<file path="config.mk">
export PLATFORM = sky130hd
export DESIGN_NAME = serial_cmd_dispatcher
export DESIGN_NICKNAME = d
export VERILOG_FILES = /design/src/rtl/cmd_disp_pkg.sv /design/src/rtl/cmd_fill_lfsr.sv /design/src/rtl/cmd_hex_ascii.sv /design/src/rtl/serial_cmd_dispatcher.sv
export SDC_FILE = /design/constraint.sdc
export NUM_CORES = 1
export LEC_CHECK = 0
export BUFFER_PORTS_ARGS = -buffer_cell sky130_fd_sc_hd__clkbuf_2
export CELL_PAD_IN_SITES_DETAIL_PLACEMENT = 1
export CELL_PAD_IN_SITES_GLOBAL_PLACEMENT = 2
export CORE_UTILIZATION = 29
export DETAILED_ROUTE_END_ITERATION = 8
export PLACE_DENSITY_LB_ADDON = 0.12
export SETUP_SLACK_MARGIN = 0.1
export SLEW_MARGIN = 20
export SYNTH_ARGS = -nofsm -noshare
export SYNTH_HDL_FRONTEND = slang
export SYNTH_SLANG_ARGS = --single-unit
</file>
<file path="constraint.sdc">
create_clock -name clk -period 1.9 [get_ports clk]
set_clock_uncertainty 0.05 [all_clocks]
set_input_delay 0.19 -clock clk [delete_from_list [all_inputs] [get_ports clk]]
set_output_delay 0.19 -clock clk [all_outputs]
set_load 0.02 [all_outputs]
</file>
<file path="src/rtl/cmd_disp_pkg.sv">
`timescale 1ns/1ps
// Package: shared state encoding and command byte values for the
// serial command dispatcher. Assumes 8-bit ASCII command bytes.
package cmd_disp_pkg;

    typedef enum logic [3:0] {
        ST_IDLE,
        ST_ARG,
        ST_TRG_VAL,
        ST_TRG_MODE,
        ST_CAPTURE,
        ST_FILL,
        ST_RD_REQ,
        ST_RD_LAT,
        ST_SEND
    } disp_state_t;

    localparam logic [7:0] CMD_DEPTH = 8'h73;
    localparam logic [7:0] CMD_RATE  = 8'h63;
    localparam logic [7:0] CMD_TRIG  = 8'h6C;
    localparam logic [7:0] CMD_RUN   = 8'h74;
    localparam logic [7:0] CMD_RAW   = 8'h72;
    localparam logic [7:0] CMD_HEX   = 8'h64;
    localparam logic [7:0] CMD_FILL  = 8'h77;
    localparam logic [7:0] CHR_ZERO  = 8'h30;
    localparam logic [7:0] CHR_SPACE = 8'h20;

endpackage

</file>
<file path="src/rtl/cmd_fill_lfsr.sv">
`timescale 1ns/1ps
// Module: cmd_fill_lfsr
// Galois LFSR that shifts right and XORs TAPS in when the bit shifted
// out is 1. The default taps give a maximal-length 16-bit sequence.
// Assumes SEED is non-zero. Restart has priority over step.
module cmd_fill_lfsr #(
    parameter int          WIDTH = 16,
    parameter logic [15:0] TAPS  = 16'hB400,
    parameter logic [15:0] SEED  = 16'hACE1
) (
    input  logic             clk,
    input  logic             rst_n,
    input  logic             restart,
    input  logic             step,
    output logic [WIDTH-1:0] value
);

    logic [WIDTH-1:0] next_value;

    // Next state of the register
    always_comb begin
        next_value = value >> 1;
        if (value[0]) next_value = next_value ^ WIDTH'(TAPS);
    end

    // State register: load the seed on reset or restart, else advance on step
    always_ff @(posedge clk) begin
        if (!rst_n || restart) value <= WIDTH'(SEED);
        else if (step)         value <= next_value;
    end

    AST_LFSR_NONZERO: assert property (@(posedge clk) disable iff (!rst_n)
        value != '0);

endmodule

</file>
<file path="src/rtl/cmd_hex_ascii.sv">
`timescale 1ns/1ps
// Module: cmd_hex_ascii
// Turns a 4-bit nibble into its uppercase ASCII hexadecimal character.
// Purely combinational.
module cmd_hex_ascii (
    input  logic [3:0] nib,
    output logic [7:0] ch
);

    // Digits map from '0' upward, letters from 'A' upward
    always_comb begin
        if (nib < 4'd10) ch = 8'h30 + {4'h0, nib};
        else             ch = 8'h37 + {4'h0, nib};
    end

endmodule

</file>
<file path="src/rtl/serial_cmd_dispatcher.sv">
`timescale 1ns/1ps
// Module: serial_cmd_dispatcher
// Decodes single-letter commands from a receive byte stream. It sets the
// depth and clock-rate codes, loads the trigger pattern, runs a capture
// handshake, fills memory with an LFSR pattern and streams memory back
// as raw bytes or hex text.
// Assumes: the memory returns read data one cycle after mem_rd, and a
// transfer spans BASE_WORDS << depth_code bytes starting at address 0.
module serial_cmd_dispatcher
    import cmd_disp_pkg::*;
#(
    parameter int BASE_WORDS = 16,
    parameter int CODE_W     = 3,
    localparam int ADDR_W    = $clog2(BASE_WORDS) + (1 << CODE_W) - 1
) (
    input  logic              clk,
    input  logic              rst_n,
    input  logic [7:0]        rx_data,
    input  logic              rx_valid,
    output logic              rx_ready,
    output logic [7:0]        tx_data,
    output logic              tx_valid,
    input  logic              tx_ready,
    output logic [CODE_W-1:0] depth_code,
    output logic [CODE_W-1:0] rate_code,
    output logic [7:0]        trig_value,
    output logic              trig_edge,
    output logic              cap_hold,
    input  logic              cap_done,
    output logic [ADDR_W-1:0] mem_addr,
    output logic              mem_rd,
    input  logic [7:0]        mem_rdata,
    output logic              mem_we,
    output logic [7:0]        mem_wdata
);

    localparam logic [7:0] DIGIT_HI = 8'(48 + (1 << CODE_W) - 1);

    disp_state_t       state;
    logic              arg_rate;
    logic              hex_mode;
    logic [1:0]        char_idx;
    logic [7:0]        data_q;
    logic [7:0]        trig_tmp;
    logic [ADDR_W-1:0] addr_q;
    logic [ADDR_W:0]   span_cnt;
    logic [ADDR_W-1:0] span_last;
    logic              rx_fire;
    logic              tx_fire;
    logic              at_last;
    logic              digit_ok;
    logic              char_last;
    logic [15:0]       lfsr_value;
    logic [3:0]        nib_sel;
    logic [7:0]        nib_char;

    // Handshake and span decode
    always_comb begin
        rx_fire   = rx_valid && rx_ready;
        tx_fire   = tx_valid && tx_ready;
        span_cnt  = (ADDR_W + 1)'(BASE_WORDS) << depth_code;
        span_last = ADDR_W'(span_cnt - 1'b1);
        at_last   = addr_q == span_last;
        digit_ok  = (rx_data >= CHR_ZERO) && (rx_data <= DIGIT_HI);
        char_last = !hex_mode || (char_idx == 2'd2);
    end

    // Command sequencer and its registers
    always_ff @(posedge clk) begin
        if (!rst_n) begin
            state      <= ST_IDLE;
            arg_rate   <= 1'b0;
            hex_mode   <= 1'b0;
            char_idx   <= 2'd0;
            data_q     <= 8'h00;
            trig_tmp   <= 8'h00;
            addr_q     <= '0;
            depth_code <= '0;
            rate_code  <= '0;
            trig_value <= 8'h00;
            trig_edge  <= 1'b0;
        end else begin
            unique case (state)
                ST_IDLE: if (rx_fire) begin
                    addr_q <= '0;
                    case (rx_data)
                        CMD_DEPTH: begin arg_rate <= 1'b0; state <= ST_ARG; end
                        CMD_RATE:  begin arg_rate <= 1'b1; state <= ST_ARG; end
                        CMD_TRIG:  state <= ST_TRG_VAL;
                        CMD_RUN:   state <= ST_CAPTURE;
                        CMD_RAW:   begin hex_mode <= 1'b0; state <= ST_RD_REQ; end
                        CMD_HEX:   begin hex_mode <= 1'b1; state <= ST_RD_REQ; end
                        CMD_FILL:  state <= ST_FILL;
                        default:   state <= ST_IDLE;
                    endcase
                end
                ST_ARG: if (rx_fire) begin
                    if (digit_ok && arg_rate)  rate_code  <= CODE_W'(rx_data - CHR_ZERO);
                    if (digit_ok && !arg_rate) depth_code <= CODE_W'(rx_data - CHR_ZERO);
                    state <= ST_IDLE;
                end
                ST_TRG_VAL: if (rx_fire) begin
                    trig_tmp <= rx_data;
                    state    <= ST_TRG_MODE;
                end
                ST_TRG_MODE: if (rx_fire) begin
                    trig_value <= trig_tmp;
                    trig_edge  <= rx_data[0];
                    state      <= ST_IDLE;
                end
                ST_CAPTURE: if (cap_done) state <= ST_IDLE;
                ST_FILL: begin
                    addr_q <= addr_q + 1'b1;
                    if (at_last) state <= ST_IDLE;
                end
                ST_RD_REQ: state <= ST_RD_LAT;
                ST_RD_LAT: begin
                    data_q   <= mem_rdata;
                    char_idx <= 2'd0;
                    state    <= ST_SEND;
                end
                ST_SEND: if (tx_fire) begin
                    if (!char_last) begin
                        char_idx <= char_idx + 1'b1;
                    end else if (at_last) begin
                        state <= ST_IDLE;
                    end else begin
                        addr_q <= addr_q + 1'b1;
                        state  <= ST_RD_REQ;
                    end
                end
                default: state <= ST_IDLE;
            endcase
        end
    end

    cmd_fill_lfsr #(
        .WIDTH(16),
        .TAPS (16'hB400),
        .SEED (16'hACE1)
    ) u_lfsr (
        .clk    (clk),
        .rst_n  (rst_n),
        .restart(state == ST_IDLE && rx_fire && rx_data == CMD_FILL),
        .step   (state == ST_FILL),
        .value  (lfsr_value)
    );

    // Nibble selection for the hex dump
    always_comb nib_sel = (char_idx == 2'd0) ? data_q[7:4] : data_q[3:0];

    cmd_hex_ascii u_hex (
        .nib(nib_sel),
        .ch (nib_char)
    );

    // Port outputs decoded from the sequencer state
    always_comb begin
        rx_ready  = (state == ST_IDLE) || (state == ST_ARG) ||
                    (state == ST_TRG_VAL) || (state == ST_TRG_MODE);
        tx_valid  = state == ST_SEND;
        mem_rd    = state == ST_RD_REQ;
        mem_we    = state == ST_FILL;
        mem_addr  = addr_q;
        mem_wdata = lfsr_value[7:0];
        cap_hold  = state != ST_CAPTURE;
        if (!hex_mode)              tx_data = data_q;
        else if (char_idx == 2'd2)  tx_data = CHR_SPACE;
        else                        tx_data = nib_char;
    end

    AST_TX_HOLD: assert property (@(posedge clk) disable iff (!rst_n)
        tx_valid && !tx_ready |=> tx_valid && $stable(tx_data));
    AST_RX_BLOCKED: assert property (@(posedge clk) disable iff (!rst_n)
        (mem_we || mem_rd || tx_valid || !cap_hold) |-> !rx_ready);
    AST_CODES_KEPT: assert property (@(posedge clk) disable iff (!rst_n)
        !(rx_fire && state == ST_ARG) |=> $stable(depth_code) && $stable(rate_code));
    AST_TRIG_PAIR: assert property (@(posedge clk) disable iff (!rst_n)
        !$stable(trig_value) |-> $past(rx_fire && state == ST_TRG_MODE));
    AST_HOLD_RELEASE: assert property (@(posedge clk) disable iff (!rst_n)
        $fell(cap_hold) |-> $past(rx_fire && rx_data == CMD_RUN));
    AST_DONE_REARM: assert property (@(posedge clk) disable iff (!rst_n)
        !cap_hold && cap_done |=> cap_hold);
    AST_RW_EXCLUSIVE: assert property (@(posedge clk) disable iff (!rst_n)
        !(mem_we && mem_rd));
    AST_ADDR_SPAN: assert property (@(posedge clk) disable iff (!rst_n)
        (mem_we || mem_rd) |-> mem_addr <= span_last);

endmodule

</file>
==> flow_metrics.tcl <==
set metrics [dict create \
    status "finished with violations" \
    violations "negative setup slack" \
    dr.pass1.iters 4 \
    grt_pass1_wl_mm 17.0 \
    syn_avg_cell_area_um2 8.16 \
    drt_wl_total_mm 10.4 \
    synthSimpleGateAreaFrac 0.278 \
    dieArea_um2 11900 \
    grt_antenna_before_repair 0 \
    vias 3289 \
    fp-row-count 38 \
    antennaDiodeCount 0 \
    cts_tree "done" \
    ys_top_cells_by_count "66 x dfxtp_1, 66 x nand2_1, 47 x nor2_1" \
    viasPerCell 4.89 \
    io_pins 68 \
    cts.sinks 66 \
    synthArstFlopShare 0 \
    finalPower_mw 3.24 \
    combPwrFrac 0.042 \
    cts-htree-levels 3 \
    syn_nets 431 \
    route.antenna.remaining_nets 0 \
    final_layout_size_suffix_gt1_frac 0.405 \
    hold_violations 0 \
    criticalPathCategory "register to primary output" \
    ys_ff_latch 66 \
    synth_flop_cell "dfxtp_1" \
    synth_top_area_frac 0.399 \
    grt_pass1_vias 3423 \
    grt_overflow 0 \
    crit_fanout 6 \
    maxSlewHeadroom 0.689 \
    synth_xor_area_frac 0.0264 \
    wl_per_cell_um 15.5 \
    intPower_mw 2.52 \
    drc 0 \
    required_ps 1660 \
    grt_max_degree 40 \
    drtIter0Drc 109 \
    p_sw_uw 723 \
    finalCriticalPeriod_ps 2160 \
    die_w_um 109 \
    setup_ws_ps -259 \
    ys_types 57 \
    end_kind "primary output" \
    ys_warn_count 0 \
    cts-root-buf "clkbuf_16" \
    synth-adder-area-share 0.0151 \
    max_freq_ghz 0.463 \
    power.leakage_nw 1.95 \
    critPathLaunchType "register" \
    muxShareOfSynthArea 0.0846 \
    sw_frac_of_total 0.223 \
    cts_buffers 9 \
    seq_area_frac_synth 0.399 \
    synthToLayoutAreaGrowth_pct 46.6 \
    period_share 1.14 \
    core_um2 11000 \
    place_congestion 0.785 \
    yosys-top-cells-area "dfxtp_1 40%, mux2i_1 8.5%, nand2_1 7.5%" \
    nets 553 \
    syn_inst 406 \
    peakVddDrop_v 0.000331 \
    yosys.area.top_type "dfxtp_1" \
    power.density_nw_per_um2 667 \
    clkPwrFrac 0.532 \
    grt_setup_unrepaired "true" \
    fin_cells 673 \
    start_util 0.302 \
    dp_cells 642 \
    worst_slew_pin_slew_ps 466 \
    grt_usage 0.188 \
    pwr-share-seq 0.426 \
    clk_pin_slew_ps 60 \
    hold_class "input port to register" \
    syn-cell-area_um2 3310 \
    synth-edff-count 0 \
    drv_cap 0 \
    dpl.hpwl_mm 7.52 \
    place.port_buffers 67 \
    die_h_um 109 \
    setup_viol 20 \
    clk_latency_ps 340 \
    synth_top_family_by_area "simple AND/OR/NAND/NOR gates" \
    clock_path_buffers 2 \
    finalMaxSlewViolations 0 \
    critPathArrivalTime_ps 1920 \
    synth_compound_area_frac 0.141 \
]
final timing paths:
kind | startpoint | end | slack [ps] | cells after the start
max | char_idx[1] | tx_data[2] | -260 | 8
min | mem_rdata[5] | data_q[5] | 20 | 3
max reg2reg | char_idx[0] | mem_addr[6] | -180 | 11
min reg2reg | u_lfsr.value[15] | u_lfsr.value[14] | 400 | 2
routing by layer:
metal  routed length [um]  global-route usage  vias up
met2                 4890               0.301       49
met5                    0                   0        -
met1                 5010               0.242     1575
met3                  294              0.0341       12
met4                  207              0.0917        0
li1                     -                   -     1653
stage by stage:
| stage | util | hold slack (ps) | area, um^2 | setup TNS [ps] | worst slack, ps |
|---|---|---|---|---|---|
| final | 0.442 | 19.0 | 4860 | -2750 | -259 |
| after global routing | 0.442 | 26.8 | 4860 | -4830 | -364 |
| after floorplan | - | 236 | 3390 | -464 | -135 |
| after CTS | 0.427 | 8.61 | 4690 | -2260 | -263 |
| after detailed placement | 0.378 | 371 | 4150 | -1170 | -133 |
| after global placement | 0.378 | 365 | 4150 | -729 | -156 |
final cells by class:
type / instances / area, um^2
Tap cell: 140 / 175
Multi-Input combinational cell: 304 / 2070
Clock buffer: 12 / 256
Timing Repair Buffer: 136 / 921
Sequential cell: 66 / 1340
Inverter: 11 / 43.8
Fill cell: 1336 / 6130
Clock inverter: 4 / 48.8
flip-flops by register name (all words and copies together) (netlist names):
register / count
state: 4
mem_addr: 11
hex_mode: 1
char_idx: 2
data_q: 8
u_lfsr.value: 16
arg_rate: 1
trig_value: 8
trig_tmp: 8
rate_code: 3
trig_edge: 1
depth_code: 3
logic make-up (layout without fill, tap and decap cells):
group,after synthesis,count (layout)
flops,66,66
xor+xnor,10,10
fa+ha+maj,4,4
buf+inv,36,163
simple gates,191,191
mux,28,28
compound gates,71,71
cells in the final DEF, fill, tap and decap left out, types with 3 or more instances in the layout:
master | Yosys | routed
xnor2_1 | 7 | 7
dfxtp_1 | 66 | 57
clkbuf_16 | 0 | 9
nor2b_1 | 8 | 6
nand2_1 | 66 | 63
xor2_1 | 3 | 3
a31oi_1 | 5 | 4
nor2_2 | 2 | 8
a21oi_1 | 30 | 28
clkbuf_2 | 0 | 61
buf_4 | 8 | 61
or3_1 | 7 | 7
buf_6 | 2 | 7
clkbuf_8 | 0 | 5
dfxtp_4 | 0 | 4
inv_2 | 3 | 4
inv_1 | 8 | 6
o21ai_1 | 5 | 6
nor3_1 | 8 | 6
nand3_1 | 17 | 13
dfxtp_2 | 0 | 5
nand4_1 | 5 | 5
nor4_1 | 4 | 3
nand2b_1 | 8 | 7
nor2_1 | 47 | 41
o21ai_0 | 5 | 3
and3_1 | 3 | 3
mux2i_1 | 28 | 24
power groups by stage:
stage	registers (mW)	logic [mW]	clock network [mW]
floorplan	1.41	0.0595	0
global placement	1.41	0.119	0
detailed placement	1.41	0.120	0
CTS	1.38	0.132	1.77
global route	1.38	0.149	1.83
finish	1.38	0.135	1.73
worst max-delay path, stage by stage (launching register included):
cell	delay [ps]
dfxtp_2	320
inv_2	70
ha_4	200
mux2i_4	260
ha_2	210
nand2_2	50
xor2_1	140
a22o_1	180
clkbuf_8	150
what timing repair did:
| action | 4_1_cts | 5_1_grt |
|---|---|---|
| cloned | 0 | 0 |
| endpoints found under the setup margin | 30 | 46 |
| pin swaps | 15 | 11 |
| buffers inserted | 5 | 10 |
| gates resized for setup | 46 | 28 |
| hold buffers | 0 | 0 |
Power figures use the tool's default switching activity.
